[src/rtl/irq_pkg.sv]
package irq_pkg;
  localparam int NUM_EXT  = 4;
  localparam int NUM_INT  = 9;
  localparam int NUM_SRC  = NUM_EXT + 1 + NUM_INT;
  localparam int VEC_W    = 5;
  localparam int IDX_W    = $clog2(NUM_SRC);
  localparam int AUX_IDX  = 2;
  localparam int INT_BASE = NUM_EXT + 1;

  typedef logic [NUM_SRC-1:0] src_vec_t;

  // external pin number to source index (aux channel sits at index 2)
  function automatic int ext_to_src(input int pin);
    return (pin < AUX_IDX) ? pin : pin + 1;
  endfunction

  // source index to vector number
  function automatic logic [VEC_W-1:0] vec_of(input logic [IDX_W-1:0] idx);
    if (idx < IDX_W'(INT_BASE))          return VEC_W'(idx + 4);
    else if (idx < IDX_W'(INT_BASE + 6)) return VEC_W'(idx + 6);
    else                                 return VEC_W'(idx + 7);
  endfunction
endpackage

[src/rtl/irq_edge_sense.sv]
module irq_edge_sense #(
  parameter int STAGES = 2
) (
  input  logic       clk,
  input  logic       rst_n,
  input  logic       din,
  input  logic [1:0] mode,   // 00 fall, 01 rise, 1x both
  output logic       pulse
);
  logic [STAGES:0] sh_q;
  logic rise, fall;

  always_ff @(posedge clk) begin
    if (!rst_n) sh_q <= '0;
    else        sh_q <= {sh_q[STAGES-1:0], din};
  end

  assign rise  = sh_q[STAGES-1] & ~sh_q[STAGES];
  assign fall  = ~sh_q[STAGES-1] & sh_q[STAGES];
  assign pulse = mode[1] ? (rise | fall) : (mode[0] ? rise : fall);
endmodule

[src/rtl/irq_flag_bank.sv]
module irq_flag_bank
  import irq_pkg::*;
(
  input  logic     clk,
  input  logic     rst_n,
  input  src_vec_t set,
  input  logic     wr_en,
  input  src_vec_t wr_data,
  output src_vec_t flags
);
  src_vec_t clr;

  assign clr = wr_en ? ~wr_data : '0;

  always_ff @(posedge clk) begin
    if (!rst_n) flags <= '0;
    else        flags <= (flags & ~clr) | set;
  end

  // a flag drops only where a clear was written
  p_sticky_r6: assert property (@(posedge clk) disable iff (!rst_n)
    (($past(flags) & ~$past(clr)) & ~flags) == '0);
  // every set request is captured
  p_set_r5: assert property (@(posedge clk) disable iff (!rst_n)
    ($past(set) & ~flags) == '0);
endmodule

[src/rtl/irq_arbiter.sv]
module irq_arbiter
  import irq_pkg::*;
(
  input  src_vec_t         req,
  output logic             found,
  output logic [IDX_W-1:0] idx
);
  always_comb begin
    found = 1'b0;
    idx   = '0;
    for (int i = NUM_SRC - 1; i >= 0; i--) begin
      if (req[i]) begin
        found = 1'b1;
        idx   = IDX_W'(i);
      end
    end
  end
endmodule

[src/rtl/irq_vector_ctrl.sv]
module irq_vector_ctrl
  import irq_pkg::*;
#(
  parameter int SYNC_STAGES = 2
) (
  input  logic                 clk,
  input  logic                 rst_n,
  input  logic [NUM_EXT-1:0]   ext_pin,
  input  logic                 aux_pin,
  input  logic                 aux_pwm,
  input  logic [NUM_INT-1:0]   periph_req,
  input  logic                 bus_we,
  input  logic [2:0]           bus_addr,
  input  logic [NUM_SRC-1:0]   bus_wdata,
  output logic [NUM_SRC-1:0]   bus_rdata,
  output logic                 irq_valid,
  output logic [VEC_W-1:0]     irq_vector,
  input  logic                 irq_ack
);
  logic [NUM_EXT-1:0] ext_edge_q, pin_fn_q, ext_pulse;
  logic [1:0]         aux_mode_q;
  logic               aux_src_q, aux_in, aux_pulse;
  src_vec_t           src_en_q, set_v, flags;
  logic               mask_q, win_found;
  logic [IDX_W-1:0]   win_idx;
  logic               take;

  assign take = irq_valid & irq_ack;

  // configuration registers
  always_ff @(posedge clk) begin
    if (!rst_n) begin
      ext_edge_q <= '0;
      aux_mode_q <= '0;
      aux_src_q  <= 1'b0;
      pin_fn_q   <= '0;
      src_en_q   <= '0;
    end else if (bus_we) begin
      case (bus_addr)
        3'd0: begin
          ext_edge_q <= bus_wdata[NUM_EXT-1:0];
          aux_mode_q <= bus_wdata[NUM_EXT+1:NUM_EXT];
          aux_src_q  <= bus_wdata[NUM_EXT+2];
        end
        3'd1:    pin_fn_q <= bus_wdata[NUM_EXT-1:0];
        3'd2:    src_en_q <= bus_wdata;
        default: ;
      endcase
    end
  end

  // global mask: acknowledge wins over a software write
  always_ff @(posedge clk) begin
    if (!rst_n)                        mask_q <= 1'b1;
    else if (take)                     mask_q <= 1'b1;
    else if (bus_we && bus_addr == 3'd4) mask_q <= bus_wdata[0];
  end

  always_comb begin
    case (bus_addr)
      3'd0:    bus_rdata = NUM_SRC'({aux_src_q, aux_mode_q, ext_edge_q});
      3'd1:    bus_rdata = NUM_SRC'(pin_fn_q);
      3'd2:    bus_rdata = src_en_q;
      3'd3:    bus_rdata = flags;
      3'd4:    bus_rdata = NUM_SRC'(mask_q);
      default: bus_rdata = '0;
    endcase
  end

  // edge detectors
  for (genvar g = 0; g < NUM_EXT; g++) begin : g_ext
    irq_edge_sense #(.STAGES(SYNC_STAGES)) i_edge (
      .clk(clk), .rst_n(rst_n), .din(ext_pin[g]),
      .mode({1'b0, ext_edge_q[g]}), .pulse(ext_pulse[g]));
  end

  assign aux_in = aux_src_q ? aux_pwm : aux_pin;

  irq_edge_sense #(.STAGES(SYNC_STAGES)) i_aux_edge (
    .clk(clk), .rst_n(rst_n), .din(aux_in), .mode(aux_mode_q), .pulse(aux_pulse));

  always_comb begin
    set_v = '0;
    for (int i = 0; i < NUM_EXT; i++)
      set_v[ext_to_src(i)] = ext_pulse[i] & pin_fn_q[i];
    set_v[AUX_IDX] = aux_pulse & src_en_q[AUX_IDX];
    for (int j = 0; j < NUM_INT; j++)
      set_v[INT_BASE + j] = periph_req[j];
  end

  irq_flag_bank i_flags (
    .clk(clk), .rst_n(rst_n), .set(set_v),
    .wr_en(bus_we && bus_addr == 3'd3), .wr_data(bus_wdata), .flags(flags));

  irq_arbiter i_arb (.req(flags & src_en_q), .found(win_found), .idx(win_idx));

  // output stage: held until acknowledged
  always_ff @(posedge clk) begin
    if (!rst_n) begin
      irq_valid  <= 1'b0;
      irq_vector <= '0;
    end else if (irq_valid) begin
      if (irq_ack) irq_valid <= 1'b0;
    end else if (win_found && !mask_q) begin
      irq_valid  <= 1'b1;
      irq_vector <= vec_of(win_idx);
    end
  end

  p_hold_r9: assert property (@(posedge clk) disable iff (!rst_n)
    (irq_valid && !irq_ack) |=> (irq_valid && $stable(irq_vector)));
  p_ack_mask_r9: assert property (@(posedge clk) disable iff (!rst_n)
    take |=> (mask_q && !irq_valid));
  p_unmasked_r7: assert property (@(posedge clk) disable iff (!rst_n)
    $rose(irq_valid) |-> $past(!mask_q));
  p_vec_range_r8: assert property (@(posedge clk) disable iff (!rst_n)
    irq_valid |-> (irq_vector >= 5'd4 && irq_vector <= 5'd20 &&
                   irq_vector != 5'd9 && irq_vector != 5'd10 && irq_vector != 5'd17));
endmodule

[config.mk]
export PLATFORM = sky130hd
export DESIGN_NAME = irq_vector_ctrl
export DESIGN_NICKNAME = d
export VERILOG_FILES = /design/src/rtl/irq_pkg.sv /design/src/rtl/irq_edge_sense.sv /design/src/rtl/irq_flag_bank.sv /design/src/rtl/irq_arbiter.sv /design/src/rtl/irq_vector_ctrl.sv
export SDC_FILE = /design/constraint.sdc
export NUM_CORES = 1
export LEC_CHECK = 0
export BUFFER_PORTS_ARGS = -buffer_cell sky130_fd_sc_hd__buf_2
export CAP_MARGIN = 20
export CORE_MARGIN = 1.5
export CORE_UTILIZATION = 50
export DETAILED_ROUTE_END_ITERATION = 8
export PLACE_DENSITY = 0.75
export SKIP_CTS_REPAIR_TIMING = 1
export SYNTH_ARGS = -nofsm -noshare
export SYNTH_HDL_FRONTEND = slang
export SYNTH_SLANG_ARGS = --single-unit
[constraint.sdc]
create_clock -name clk -period 3.2 [get_ports clk]
set_clock_uncertainty 0.2 [all_clocks]
set_input_delay 0.32 -clock clk [delete_from_list [all_inputs] [get_ports clk]]
set_output_delay 0.32 -clock clk [all_outputs]
set_load 0.03 [all_outputs]
==> results.json <==
{
  "r2r_start": "src_en_q[9]",
  "routed_via_density": 5.59,
  "grt_overflow": 0,
  "grt_setup_unrepaired": "false",
  "layout_common_cells": "dfxtp_1, buf_2, nand2_1, nor2_1",
  "synth.top_cell.area_share_pct": 39.4,
  "syn_nets": 394,
  "yosys.area.top_type": "dfxtp_1",
  "endpoint_kind": "flop",
  "setup_violations": 0,
  "slew-limit-headroom_pct": 38.7,
  "dp_hpwl_mm": 4.96,
  "maxCapViolations": 0,
  "cts_max_level": 3,
  "start_util_pct": 52.1,
  "crit_end": "irq_vector[3]",
  "port_buffers": 55,
  "cp_max_fo": 5,
  "p_int_mw": 1.34,
  "grt_pass1_wl_mm": 11.4,
  "clkPwrFrac_pct": 44.7,
  "synthCells": 349,
  "fmax_mhz": 368,
  "dieArea_sq_mm": 0.00668,
  "finalHoldViolations": 0,
  "slew_violations": 0,
  "max-vdd-ir-drop_uv": 335,
  "crit_start": "src_en_q[9]",
  "dpl_cell_area_sq_mm": 0.00340,
  "grt_pass1_vias": 2504,
  "fin_crit_sh_pct": 84.9,
  "min_path_type": "input port to flop",
  "synthFlopType": "dfxtp_1",
  "grt_max_degree": 63,
  "synth_cell_types": 48,
  "route.vias.total": 2740,
  "drt_iter0_drc": 209,
  "cts.sinks": 61,
  "start_kind": "flop",
  "period_minus_slack_ps": 2720,
  "p_leak_nw": 1.47,
  "power_frac_seq_pct": 45.8,
  "io_pins": 56,
  "cts_root_buf": "clkbuf_8",
  "worstReg2RegEnd": "irq_vector[3]",
  "drive_above_1_share_pct": 21.7,
  "synth-seq-cells": 61,
  "fin_util_pct": 62.9,
  "wl_per_cell_microns": 14.8,
  "layout_commonest_cell": "dfxtp_1",
  "diodes": 0,
  "clock_latency_ps": 340,
  "numCtsBuffers": 9,
  "cts_tree": "yes",
  "antenna_found_initial": 0,
  "area_growth_pct": 20.8,
  "yosysSeqAreaShare_pct": 39.4,
  "cp_slowest_cell": "dfxtp_1",
  "synth_area_leaders": "dfxtp_1, mux2i_1, nand2_1, o21a_1, a21boi_0",
  "switching_share_pct": 23.5,
  "pwr-share-comb_pct": 9.5,
  "slowest_delay_ps": 430,
  "layout.nets": 455,
  "worstPathRequired_ps": 3260,
  "antenna_left": 0,
  "power_density_mw_per_mm2": 468,
  "reg2reg_depth": 10,
  "grt_usage_pct": 22.6,
  "die_w_microns": 81.8,
  "worst_pin_slew_ps": 912,
  "setup_tns_ps": 0,
  "fin_area_sq_mm": 0.00375,
  "status": "complete, no violations",
  "firstDrtPassIters": 5,
  "critPathArrivalTime_ps": 2770,
  "synth_edf_count": 0,
  "async_flop_share_pct": 0,
  "yosysWarnings": 0,
  "row_count": 28,
  "totalWireLength_mm": 7.23,
  "core_sq_mm": 0.00596,
  "synth_area_sq_mm": 0.00310,
  "clk_pin_slew_ps": 70,
  "switchingPower_mw": 0.413,
  "ff2ff_setup_slack_ps": 480,
  "path_class": "flop to flop",
  "cp_cell_sequence": "nand2_1 > a32o_1 > o211a_1 > or2_4 > ha_1 > nor2b_1 > nor2_1 > a21oi_1 > nand3_1 > o31ai_1",
  "route.detailed.drc": 0,
  "synth_area_per_cell_sq_um": 8.89,
  "gp_congestion": 0.860,
  "cts_max_path_buffers": 2,
  "die_height_microns": 81.8
}
worst min path at each step:
stage	from	end	cells after the start
floorplan	g_ext[0].i_edge.sh_q[0]	g_ext[0].i_edge.sh_q[1]	1
global placement	g_ext[1].i_edge.sh_q[0]	g_ext[1].i_edge.sh_q[1]	1
detailed placement	g_ext[2].i_edge.sh_q[0]	g_ext[2].i_edge.sh_q[1]	1
CTS	periph_req[7]	i_flags.flags[12]	2
global route	periph_req[1]	i_flags.flags[6]	2
finish	periph_req[1]	i_flags.flags[6]	2
metal layers:
metal / GRT usage (%) / up-vias / part of all wire, % / wire, microns
met1: 28.4 / 1286 / 46 / 3300
met3: 7.44 / 19 / 6.0 / 434
met4: 9.66 / 0 / 2.0 / 145
met2: 35.4 / 90 / 46 / 3350
li1: - / 1345 / - / -
met5: 0 / - / 0 / 0
critical path, delay by kind of cell (launching register included):
family | cells | cell delay [ps]
adder cells (fa/ha/maj) | 1 | 250
AND/OR/NAND/NOR | 5 | 840
AO/OA/AOI/OAI | 4 | 900
flip-flops | 1 | 430
per-stage QoR:
| step | hold slack (ps) | total power [mW] | setup WS, ps | std cells |
|---|---|---|---|---|
| floorplan | 212 | 0.922 | 857 | 349 |
| CTS | -31.4 | 1.76 | 547 | 478 |
| global route | 1.73 | 1.82 | 234 | 490 |
| detailed placement | 222 | 0.976 | 565 | 462 |
| global placement | 213 | 0.971 | 609 | 462 |
| finish | 0.406 | 1.75 | 484 | 490 |
sequential cells by signal, summed over array words and instances, names as in the netlist:
register	cells
i_flags.flags	14
src_en_q	14
g_ext.i_edge.sh_q	12
irq_vector	5
ext_edge_q	4
pin_fn_q	4
i_aux_edge.sh_q	3
aux_mode_q	2
aux_src_q	1
irq_valid	1
mask_q	1
cells by family (layout without fill, tap and decap cells):
group	after synthesis	count (layout)	synth area share [%]
DFF	61	61	39.4
adders and majority gates	9	9	3.63
xor gates and xnor gates	1	1	0.282
muxes	28	28	10.8
AOI/OAI and AO/OA	96	96	22.1
and+or+nand+nor	129	129	20.3
buffers and inverters	25	91	3.51
layout make-up:
cell class / count / area, sq um
repair buffers: 68 / 403
fillers: 512 / 2210
clock buffers: 12 / 155
well taps: 75 / 93.8
clock inverters: 4 / 70.1
inverters: 7 / 31.3
multi-input cells: 263 / 1770
flip-flops and latches: 61 / 1220
synth_stat cells, types with 6 or more instances:
cell	count
nand3_1	7
o21ai_0	15
and2_1	15
nor2_1	22
a22oi_1	10
dfxtp_1	61
a21boi_0	19
clkbuf_1	12
nor2b_1	17
nand2_1	53
mux2i_1	20
ha_1	9
a21oi_1	6
o21a_1	20
power groups by stage:
stage	Combinational (mW)	Clock, mW	Sequential (mW)
after global placement	0.152	0	0.819
after detailed placement	0.155	0	0.821
after global routing	0.184	0.829	0.808
after floorplan	0.107	0	0.815
final	0.167	0.784	0.804
after CTS	0.156	0.800	0.803
(Power assumes the default switching activity.)
